## config.mk

```make
export PLATFORM = sky130hd
export DESIGN_NAME = ob_clamp
export DESIGN_NICKNAME = d
export VERILOG_FILES = /design/src/rtl/ob_clamp_pkg.sv /design/src/rtl/ob_pos_tracker.sv /design/src/rtl/ob_black_accum.sv /design/src/rtl/ob_level_filter.sv /design/src/rtl/ob_out_stage.sv /design/src/rtl/ob_clamp.sv
export SDC_FILE = /design/constraint.sdc
export NUM_CORES = 1
export LEC_CHECK = 0
export BUFFER_PORTS_ARGS = -buffer_cell sky130_fd_sc_hd__buf_2
export CORE_MARGIN = 2
export CORE_UTILIZATION = 58
export CTS_CLUSTER_DIAMETER = 80
export DETAILED_ROUTE_END_ITERATION = 7
export PLACE_DENSITY = 0.78
export SLEW_MARGIN = 15
export SYNTH_ARGS = -nofsm -noshare
export SYNTH_HDL_FRONTEND = slang
export SYNTH_SLANG_ARGS = --single-unit
```

## constraint.sdc

```tcl
create_clock -name clk -period 7.65 [get_ports clk]
set_clock_uncertainty 0.2 [all_clocks]
set_input_delay 0.3825 -clock clk [delete_from_list [all_inputs] [get_ports clk]]
set_output_delay 0.3825 -clock clk [all_outputs]
set_load 0.1 [all_outputs]
```

## src/rtl/ob_clamp_pkg.sv

```systemverilog
// Shared types for the optical-black line clamp.
package ob_clamp_pkg;
    // Classification of the current input cycle within a line.
    typedef enum logic [1:0] {
        PX_NONE   = 2'd0,
        PX_LEAD   = 2'd1,
        PX_BLACK  = 2'd2,
        PX_ACTIVE = 2'd3
    } px_class_e;
endpackage

```

## src/rtl/ob_pos_tracker.sv

```systemverilog
// Pixel position tracker.
// Counts accepted pixels (line_valid & pix_valid) within a line and sorts the
// current cycle into leading, black-window or active. Assumes win_start is
// held stable while a line is in progress. The count saturates at its maximum.
module ob_pos_tracker
    import ob_clamp_pkg::*;
#(
    parameter int IDX_W    = 12,
    parameter int BLK_LOG2 = 4
) (
    input  logic             clk,
    input  logic             rst_n,
    input  logic             line_valid,
    input  logic             pix_valid,
    input  logic [IDX_W-1:0] win_start,
    output px_class_e        px_class,
    output logic             last_black
);
    localparam logic [IDX_W:0]   BLK_N   = (IDX_W+1)'(2**BLK_LOG2);
    localparam logic [IDX_W-1:0] IDX_MAX = '1;

    logic [IDX_W-1:0] idx;
    logic [IDX_W:0]   idx_x;
    logic [IDX_W:0]   win_end;

    assign idx_x   = {1'b0, idx};
    assign win_end = {1'b0, win_start} + BLK_N;

    // Position counter: cleared between lines, advanced per accepted pixel.
    always_ff @(posedge clk) begin
        if (!rst_n || !line_valid) begin
            idx <= '0;
        end else if (pix_valid && idx != IDX_MAX) begin
            idx <= idx + 1'b1;
        end
    end

    // Classify the current cycle against the black window.
    always_comb begin
        px_class   = PX_NONE;
        last_black = 1'b0;
        if (line_valid && pix_valid) begin
            if (idx < win_start) begin
                px_class = PX_LEAD;
            end else if (idx_x < win_end) begin
                px_class   = PX_BLACK;
                last_black = (idx_x == win_end - 1'b1);
            end else begin
                px_class = PX_ACTIVE;
            end
        end
    end

    AST_POS_CLEAR: assert property (@(posedge clk) disable iff (!rst_n)
        !line_valid |=> idx == '0);
    AST_GAP_HOLD: assert property (@(posedge clk) disable iff (!rst_n)
        (line_valid && !pix_valid) |=> $stable(idx));
endmodule

```

## src/rtl/ob_black_accum.sv

```systemverilog
// Black-window accumulator.
// Sums window pixels of the current line. On the last window pixel it presents
// the full sum divided by the window size (a right shift). Assumes the window
// holds exactly 2**BLK_LOG2 pixels, so the sum fits DATA_W+BLK_LOG2 bits.
module ob_black_accum #(
    parameter int DATA_W   = 10,
    parameter int BLK_LOG2 = 4
) (
    input  logic              clk,
    input  logic              rst_n,
    input  logic              line_valid,
    input  logic              take,
    input  logic              last,
    input  logic [DATA_W-1:0] pix,
    output logic [DATA_W-1:0] avg
);
    localparam int          ACC_W    = DATA_W + BLK_LOG2;
    localparam logic [ACC_W-1:0] ACC_PART =
        ACC_W'((2**DATA_W - 1) * (2**BLK_LOG2 - 1));

    logic [ACC_W-1:0] acc;
    logic [ACC_W-1:0] sum_nxt;

    assign sum_nxt = acc + ACC_W'(pix);
    assign avg     = sum_nxt[ACC_W-1:BLK_LOG2];

    // Accumulate window pixels; restart on line gaps and after the last one.
    always_ff @(posedge clk) begin
        if (!rst_n || !line_valid) begin
            acc <= '0;
        end else if (take) begin
            acc <= last ? '0 : sum_nxt;
        end
    end

    AST_ACC_BOUND: assert property (@(posedge clk) disable iff (!rst_n)
        acc <= ACC_PART);
endmodule

```

## src/rtl/ob_level_filter.sv

```systemverilog
// Recursive black-level filter.
// Holds the level with FR_W fractional bits. It is seeded from the first
// average after reset or frame_start, then blended as
// k*L + (ONE-k)*avg with rounding. Outputs the level rounded to whole codes
// and saturated. Assumes k is a fraction of 2**K_W.
module ob_level_filter #(
    parameter int DATA_W = 10,
    parameter int K_W    = 4,
    parameter int FR_W   = 4
) (
    input  logic              clk,
    input  logic              rst_n,
    input  logic              frame_start,
    input  logic              upd,
    input  logic [DATA_W-1:0] avg,
    input  logic [K_W-1:0]    k,
    output logic [DATA_W-1:0] clamp_lvl
);
    localparam int LQ_W = DATA_W + FR_W;
    localparam int PR_W = LQ_W + K_W + 1;
    localparam logic [PR_W-1:0] ONE_K  = PR_W'(2**K_W);
    localparam logic [PR_W-1:0] HALF_K = PR_W'(2**(K_W-1));
    localparam logic [LQ_W:0]   HALF_F = (LQ_W+1)'(2**(FR_W-1));
    localparam logic [LQ_W-1:0] LQ_MAX = LQ_W'((2**DATA_W - 1) * (2**FR_W));

    logic [LQ_W-1:0]   lvl_q;
    logic              seeded;
    logic [LQ_W-1:0]   avg_q;
    logic [PR_W-1:0]   k_x;
    logic [PR_W-1:0]   prod;
    logic [LQ_W-1:0]   blend;
    logic [LQ_W:0]     rnd;
    logic [DATA_W:0]   clamp_raw;

    assign avg_q = {avg, {FR_W{1'b0}}};
    assign k_x   = PR_W'(k);

    // Weighted sum of the held level and the new average, rounded back.
    always_comb begin
        prod  = k_x * PR_W'(lvl_q) + (ONE_K - k_x) * PR_W'(avg_q) + HALF_K;
        blend = LQ_W'(prod >> K_W);
    end

    // Level and seed state update; frame_start wins over a same-cycle seed.
    always_ff @(posedge clk) begin
        if (!rst_n) begin
            lvl_q  <= '0;
            seeded <= 1'b0;
        end else begin
            if (upd) begin
                lvl_q  <= seeded ? blend : avg_q;
                seeded <= 1'b1;
            end
            if (frame_start) begin
                seeded <= 1'b0;
            end
        end
    end

    // Round the fractional level to whole codes and saturate.
    always_comb begin
        rnd       = {1'b0, lvl_q} + HALF_F;
        clamp_raw = rnd[LQ_W:FR_W];
        clamp_lvl = clamp_raw[DATA_W] ? '1 : clamp_raw[DATA_W-1:0];
    end

    AST_SEED: assert property (@(posedge clk) disable iff (!rst_n)
        (upd && !seeded) |=> lvl_q == {$past(avg), {FR_W{1'b0}}});
    AST_LVL_HOLD: assert property (@(posedge clk) disable iff (!rst_n)
        !upd |=> $stable(lvl_q));
    AST_LVL_RANGE: assert property (@(posedge clk) disable iff (!rst_n)
        lvl_q <= LQ_MAX);
endmodule

```

## src/rtl/ob_out_stage.sv

```systemverilog
// Two-stage output pipeline.
// Stage 1 registers the pixel and its class. Stage 2 subtracts the clamp
// level from active pixels with a floor at zero and passes the rest unchanged.
// The clamp level is read when stage 2 loads, so an update made on the last
// window pixel already reaches the next pixel.
module ob_out_stage
    import ob_clamp_pkg::*;
#(
    parameter int DATA_W = 10
) (
    input  logic              clk,
    input  logic              rst_n,
    input  logic              line_valid,
    input  logic              pix_valid,
    input  px_class_e         px_class,
    input  logic [DATA_W-1:0] pix,
    input  logic [DATA_W-1:0] clamp_lvl,
    output logic              out_lv,
    output logic              out_pv,
    output logic [DATA_W-1:0] out_data
);
    logic              s1_lv;
    logic              s1_pv;
    logic              s1_act;
    logic [DATA_W-1:0] s1_d;
    logic [DATA_W:0]   diff;

    assign diff = {1'b0, s1_d} - {1'b0, clamp_lvl};

    // Stage 1: capture strobes, pixel and whether it is to be clamped.
    always_ff @(posedge clk) begin
        if (!rst_n) begin
            s1_lv  <= 1'b0;
            s1_pv  <= 1'b0;
            s1_act <= 1'b0;
            s1_d   <= '0;
        end else begin
            s1_lv  <= line_valid;
            s1_pv  <= pix_valid;
            s1_act <= (px_class == PX_ACTIVE);
            s1_d   <= pix;
        end
    end

    // Stage 2: subtract with floor at zero, or pass through.
    always_ff @(posedge clk) begin
        if (!rst_n) begin
            out_lv   <= 1'b0;
            out_pv   <= 1'b0;
            out_data <= '0;
        end else begin
            out_lv   <= s1_lv;
            out_pv   <= s1_pv;
            if (s1_act) begin
                out_data <= diff[DATA_W] ? '0 : diff[DATA_W-1:0];
            end else begin
                out_data <= s1_d;
            end
        end
    end

    AST_NO_UNDERFLOW: assert property (@(posedge clk) disable iff (!rst_n)
        (s1_pv && s1_act) |=> out_data <= $past(s1_d));
    AST_PASS_THROUGH: assert property (@(posedge clk) disable iff (!rst_n)
        (s1_pv && !s1_act) |=> out_data == $past(s1_d));
endmodule

```

## src/rtl/ob_clamp.sv

```systemverilog
// Optical-black line clamp, top level.
// Ties the position tracker, window accumulator, recursive level filter and
// output pipeline together. Assumes win_start and k_coef are stable within
// a line and frame_start is pulsed between lines.
module ob_clamp
    import ob_clamp_pkg::*;
#(
    parameter int DATA_W   = 10,
    parameter int IDX_W    = 12,
    parameter int K_W      = 4,
    parameter int BLK_LOG2 = 4,
    parameter int FR_W     = 4
) (
    input  logic              clk,
    input  logic              rst_n,
    input  logic              frame_start,
    input  logic              line_valid,
    input  logic              pix_valid,
    input  logic [DATA_W-1:0] pix_data,
    input  logic [IDX_W-1:0]  win_start,
    input  logic [K_W-1:0]    k_coef,
    output logic              out_line_valid,
    output logic              out_pix_valid,
    output logic [DATA_W-1:0] out_data
);
    px_class_e         px_class;
    logic              last_black;
    logic              take;
    logic [DATA_W-1:0] avg;
    logic [DATA_W-1:0] clamp_lvl;
    logic [1:0]        age;

    assign take = (px_class == PX_BLACK);

    ob_pos_tracker #(.IDX_W(IDX_W), .BLK_LOG2(BLK_LOG2)) u_pos (
        .clk        (clk),
        .rst_n      (rst_n),
        .line_valid (line_valid),
        .pix_valid  (pix_valid),
        .win_start  (win_start),
        .px_class   (px_class),
        .last_black (last_black)
    );

    ob_black_accum #(.DATA_W(DATA_W), .BLK_LOG2(BLK_LOG2)) u_acc (
        .clk        (clk),
        .rst_n      (rst_n),
        .line_valid (line_valid),
        .take       (take),
        .last       (last_black),
        .pix        (pix_data),
        .avg        (avg)
    );

    ob_level_filter #(.DATA_W(DATA_W), .K_W(K_W), .FR_W(FR_W)) u_flt (
        .clk         (clk),
        .rst_n       (rst_n),
        .frame_start (frame_start),
        .upd         (last_black),
        .avg         (avg),
        .k           (k_coef),
        .clamp_lvl   (clamp_lvl)
    );

    ob_out_stage #(.DATA_W(DATA_W)) u_out (
        .clk        (clk),
        .rst_n      (rst_n),
        .line_valid (line_valid),
        .pix_valid  (pix_valid),
        .px_class   (px_class),
        .pix        (pix_data),
        .clamp_lvl  (clamp_lvl),
        .out_lv     (out_line_valid),
        .out_pv     (out_pix_valid),
        .out_data   (out_data)
    );

    // Cycles since reset, saturating at two, to gate the depth-2 checks.
    always_ff @(posedge clk) begin
        if (!rst_n) begin
            age <= 2'd0;
        end else if (age != 2'd2) begin
            age <= age + 2'd1;
        end
    end

    AST_LV_LATENCY: assert property (@(posedge clk) disable iff (!rst_n)
        (age == 2'd2) |-> out_line_valid == $past(line_valid, 2));
    AST_PV_LATENCY: assert property (@(posedge clk) disable iff (!rst_n)
        (age == 2'd2) |-> out_pix_valid == $past(pix_valid, 2));
    AST_RESET_QUIET: assert property (@(posedge clk)
        !rst_n |=> (!out_line_valid && !out_pix_valid && out_data == '0));
endmodule

```

==> flow_metrics.py <==
metrics = {
    "logic_synthesis": {
        "synth_top_cell_by_area": "ha_1",
        "synth-seq-cells": 66,
        "synth_fa_ha_area_share_pct": 31.69,
        "synth_most_common_cell": "inv_1",
        "synth_mux_area_share_pct": 0.5155,
        "yosysTopAreaCellShare_pct": 17.13,
        "netlist_area_um2": 8253,
        "synth_edf_count": 0,
        "yosysUniqueCellTypes": 74,
        "synth_cells": 1032,
        "syn_area_per_cell_um2": 7.997,
        "yosys.area_share.simple_pct": 22.60,
        "synth_area_leaders": "ha_1 17%, dfxtp_1 16%, fa_1 15%",
        "syn-num-nets": 1236,
        "ys_seq_area_share_pct": 16.01,
        "synthArstFlopShare_pct": 0,
        "synth_top_family_by_area": "adder cells",
        "yosys.area_share.xor_xnor_pct": 8.429,
        "ys_top_cells_by_count": "127 x inv_1, 126 x nand2_1, 113 x ha_1, 88 x nor2_1, 66 x dfxtp_1",
        "yosysWarnings": 0,
        "synth_ff_type": "dfxtp_1",
        "synth-compound-area-share_pct": 13.20,
    },
    "timing": {
        "tightest_slew_ns": 0.9393,
        "drv_slew": 0,
        "setup_viol": 0,
        "min_period_ns": 7.586,
        "final_hold_viol_count": 0,
        "post-route-period-util_pct": 99.16,
        "slew_headroom_pct": 37.23,
        "max_freq_mhz": 131.8,
    },
    "placement": {
        "placed_cell_area_um2": 9044,
        "gp_congestion": 0.9233,
        "place.port_buffers": 42,
        "hpwl_um": 15850,
    },
    "power": {
        "power.density_nw_per_um2": 119.3,
        "ir_drop_mv": 0.09231,
        "p_leak_nw": 4.710,
    },
    "clock_tree": {
        "clock_latency_ns": 0.33,
        "htreeDepth": 3,
        "numCtsBuffers": 9,
        "cts_tree": "done",
        "clockBufferDepth": 2,
        "cts.clk_slew.worst_paths_ns": 0.06,
        "cts.sinks": 66,
        "clockRootBuffer": "clkbuf_16",
    },
    "worst_hold_path": {
        "hold_class": "in -> reg",
    },
    "drt": {
        "vias_per_cell": 5.758,
        "wirelength_um": 21760,
        "ant_nets": 0,
        "drt-initial-drc-count": 604,
        "vias": 7618,
        "wire_per_inst_um": 16.44,
        "firstDrtPassIters": 5,
        "drc": 0,
    },
    "critical_path": {
        "crit_slowest_cell": "fa_1",
        "criticalPathCategory": "reg -> reg",
        "path_max_fanout": 4,
        "startpoint_type": "register",
        "max_stage_delay_ns": 0.61,
        "worstPathArrival_ns": 7.58,
        "end_kind": "register",
        "required_ns": 7.64,
    },
    "floorplanning": {
        "core_area_um2": 13880,
        "die_height_um": 123.3,
        "ios": 43,
        "start_util_pct": 59.46,
        "die_w_um": 123.3,
        "num_rows": 43,
        "die-area_um2": 15200,
    },
    "run": {
        "max_cap_violations": 0,
    },
    "grt": {
        "grt_antenna_before_repair": 0,
        "grt_start_max_net_pins": 28,
        "grt-ovfl-total": 0,
        "grt_pass1_vias": 7244,
        "grt_pass1_wl_um": 33650,
        "grt_use_total_pct": 27.65,
    },
    "cells_and_area": {
        "syn2layout_area_growth_pct": 22.20,
        "final_net_count": 1342,
        "antennaDiodeCount": 0,
        "final_util_pct": 72.65,
        "drive_gt1_share_pct": 20.82,
        "design_area_um2": 10080,
    },
    "run_status": {
        "status": "complete, no violations",
    },
}
critical path: cells and delay by family, from the launching register on:
kind	cells	cell delay, ns
XOR/XNOR	4	0.75
AND/OR/NAND/NOR	6	1.02
AO/OA/AOI/OAI	7	1.47
flip-flops	1	0.32
adder cells (fa/ha/maj)	10	3.28
buffers and inverters	4	0.41
per-layer routing:
metal | track usage [%] | up-vias | wire length [µm]
li1 | - | 3672 | -
met1 | 36.39 | 3629 | 9211
met2 | 47.60 | 261 | 10750
met3 | 3.644 | 56 | 1129
met4 | 7.670 | 0 | 665
met5 | 0 | - | 0
cell type report:
class                   instances  area, µm²
multi-input cells             805       6915
clock buffers                  15      277.8
flip-flops and latches         66       1326
repair buffers                127      848.3
clock inverters                 1      7.507
inverters                     129      484.2
well taps                     180      225.2
fillers                      1032       3796
per-stage QoR:
step                      TNS (ns)  worst slack [ns]  total power (W)  instances  hold WS, ns
after floorplan                  0           0.04590        0.0006175       1032       0.2119
after global placement     -0.3457           -0.3345        0.0007307       1287       0.2133
after detailed placement   -0.7756           -0.5276        0.0007420       1287       0.2255
after CTS                        0          0.004004         0.001143       1319     0.006042
after global routing       -0.1637           -0.1478         0.001259       1323     0.008393
final                            0           0.06414         0.001203       1323     0.008341
power breakdown:
part	internal [W]	leakage [nW]	switching (W)
clock network	0.000246	0.136	0.000146
logic	0.000202	4.04	0.000257
registers	0.000350	0.538	0.00000272
state kept, by name, indices dropped and copies added, names as in the netlist:
| register | cells |
|---|---|
| u_acc.acc | 14 |
| u_flt.seeded | 1 |
| u_out.out_lv | 1 |
| u_out.s1_lv | 1 |
| u_flt.lvl_q | 14 |
| u_out.out_pv | 1 |
| u_pos.idx | 12 |
| u_out.out_data | 10 |
| u_out.s1_d | 10 |
| u_out.s1_act | 1 |
| u_out.s1_pv | 1 |
logic make-up (layout without fill, tap and decap cells):
| kind of cell | count (synthesis) | in the layout |
|---|---|---|
| xor+xnor | 77 | 77 |
| fa+ha+maj | 173 | 173 |
| compound gates | 172 | 172 |
| buf+inv | 161 | 272 |
| simple gates | 379 | 379 |
| mux | 4 | 4 |
| flops | 66 | 66 |
cell usage in the layout, fill, tap and decap left out, types with 8 or more instances in the layout:
cell	count
xor2_1	25
ha_4	23
nand2_1	124
a21o_1	11
xnor2_1	40
and3_1	8
inv_1	124
o21ai_0	30
nor2_1	84
buf_4	85
nand4_1	11
and2_1	31
fa_1	56
clkbuf_16	9
or3_1	12
a21oi_1	57
buf_2	42
dfxtp_1	64
ha_1	87
nand3_1	26
nor3_1	11
nand2b_1	14
xnor2_2	8
final timing paths:
kind / from / endpoint / slack [ns] / cells past startpoint
max reg2reg: u_acc.acc[0] / u_flt.lvl_q[13] / 0.06 / 31
min reg2reg: u_out.s1_pv / u_out.out_pv / 0.24 / 1
max: u_acc.acc[0] / u_flt.lvl_q[13] / 0.06 / 31
min: frame_start / u_flt.seeded / 0.008 / 2
what timing repair did:
action,in CTS,in global routing
buffers inserted,16,4
gates resized for setup,32,62
hold buffers,0,0
pin swaps,22,54
setup endpoints to repair,2,3
Note: power is estimated with default switching activity, not from simulation.
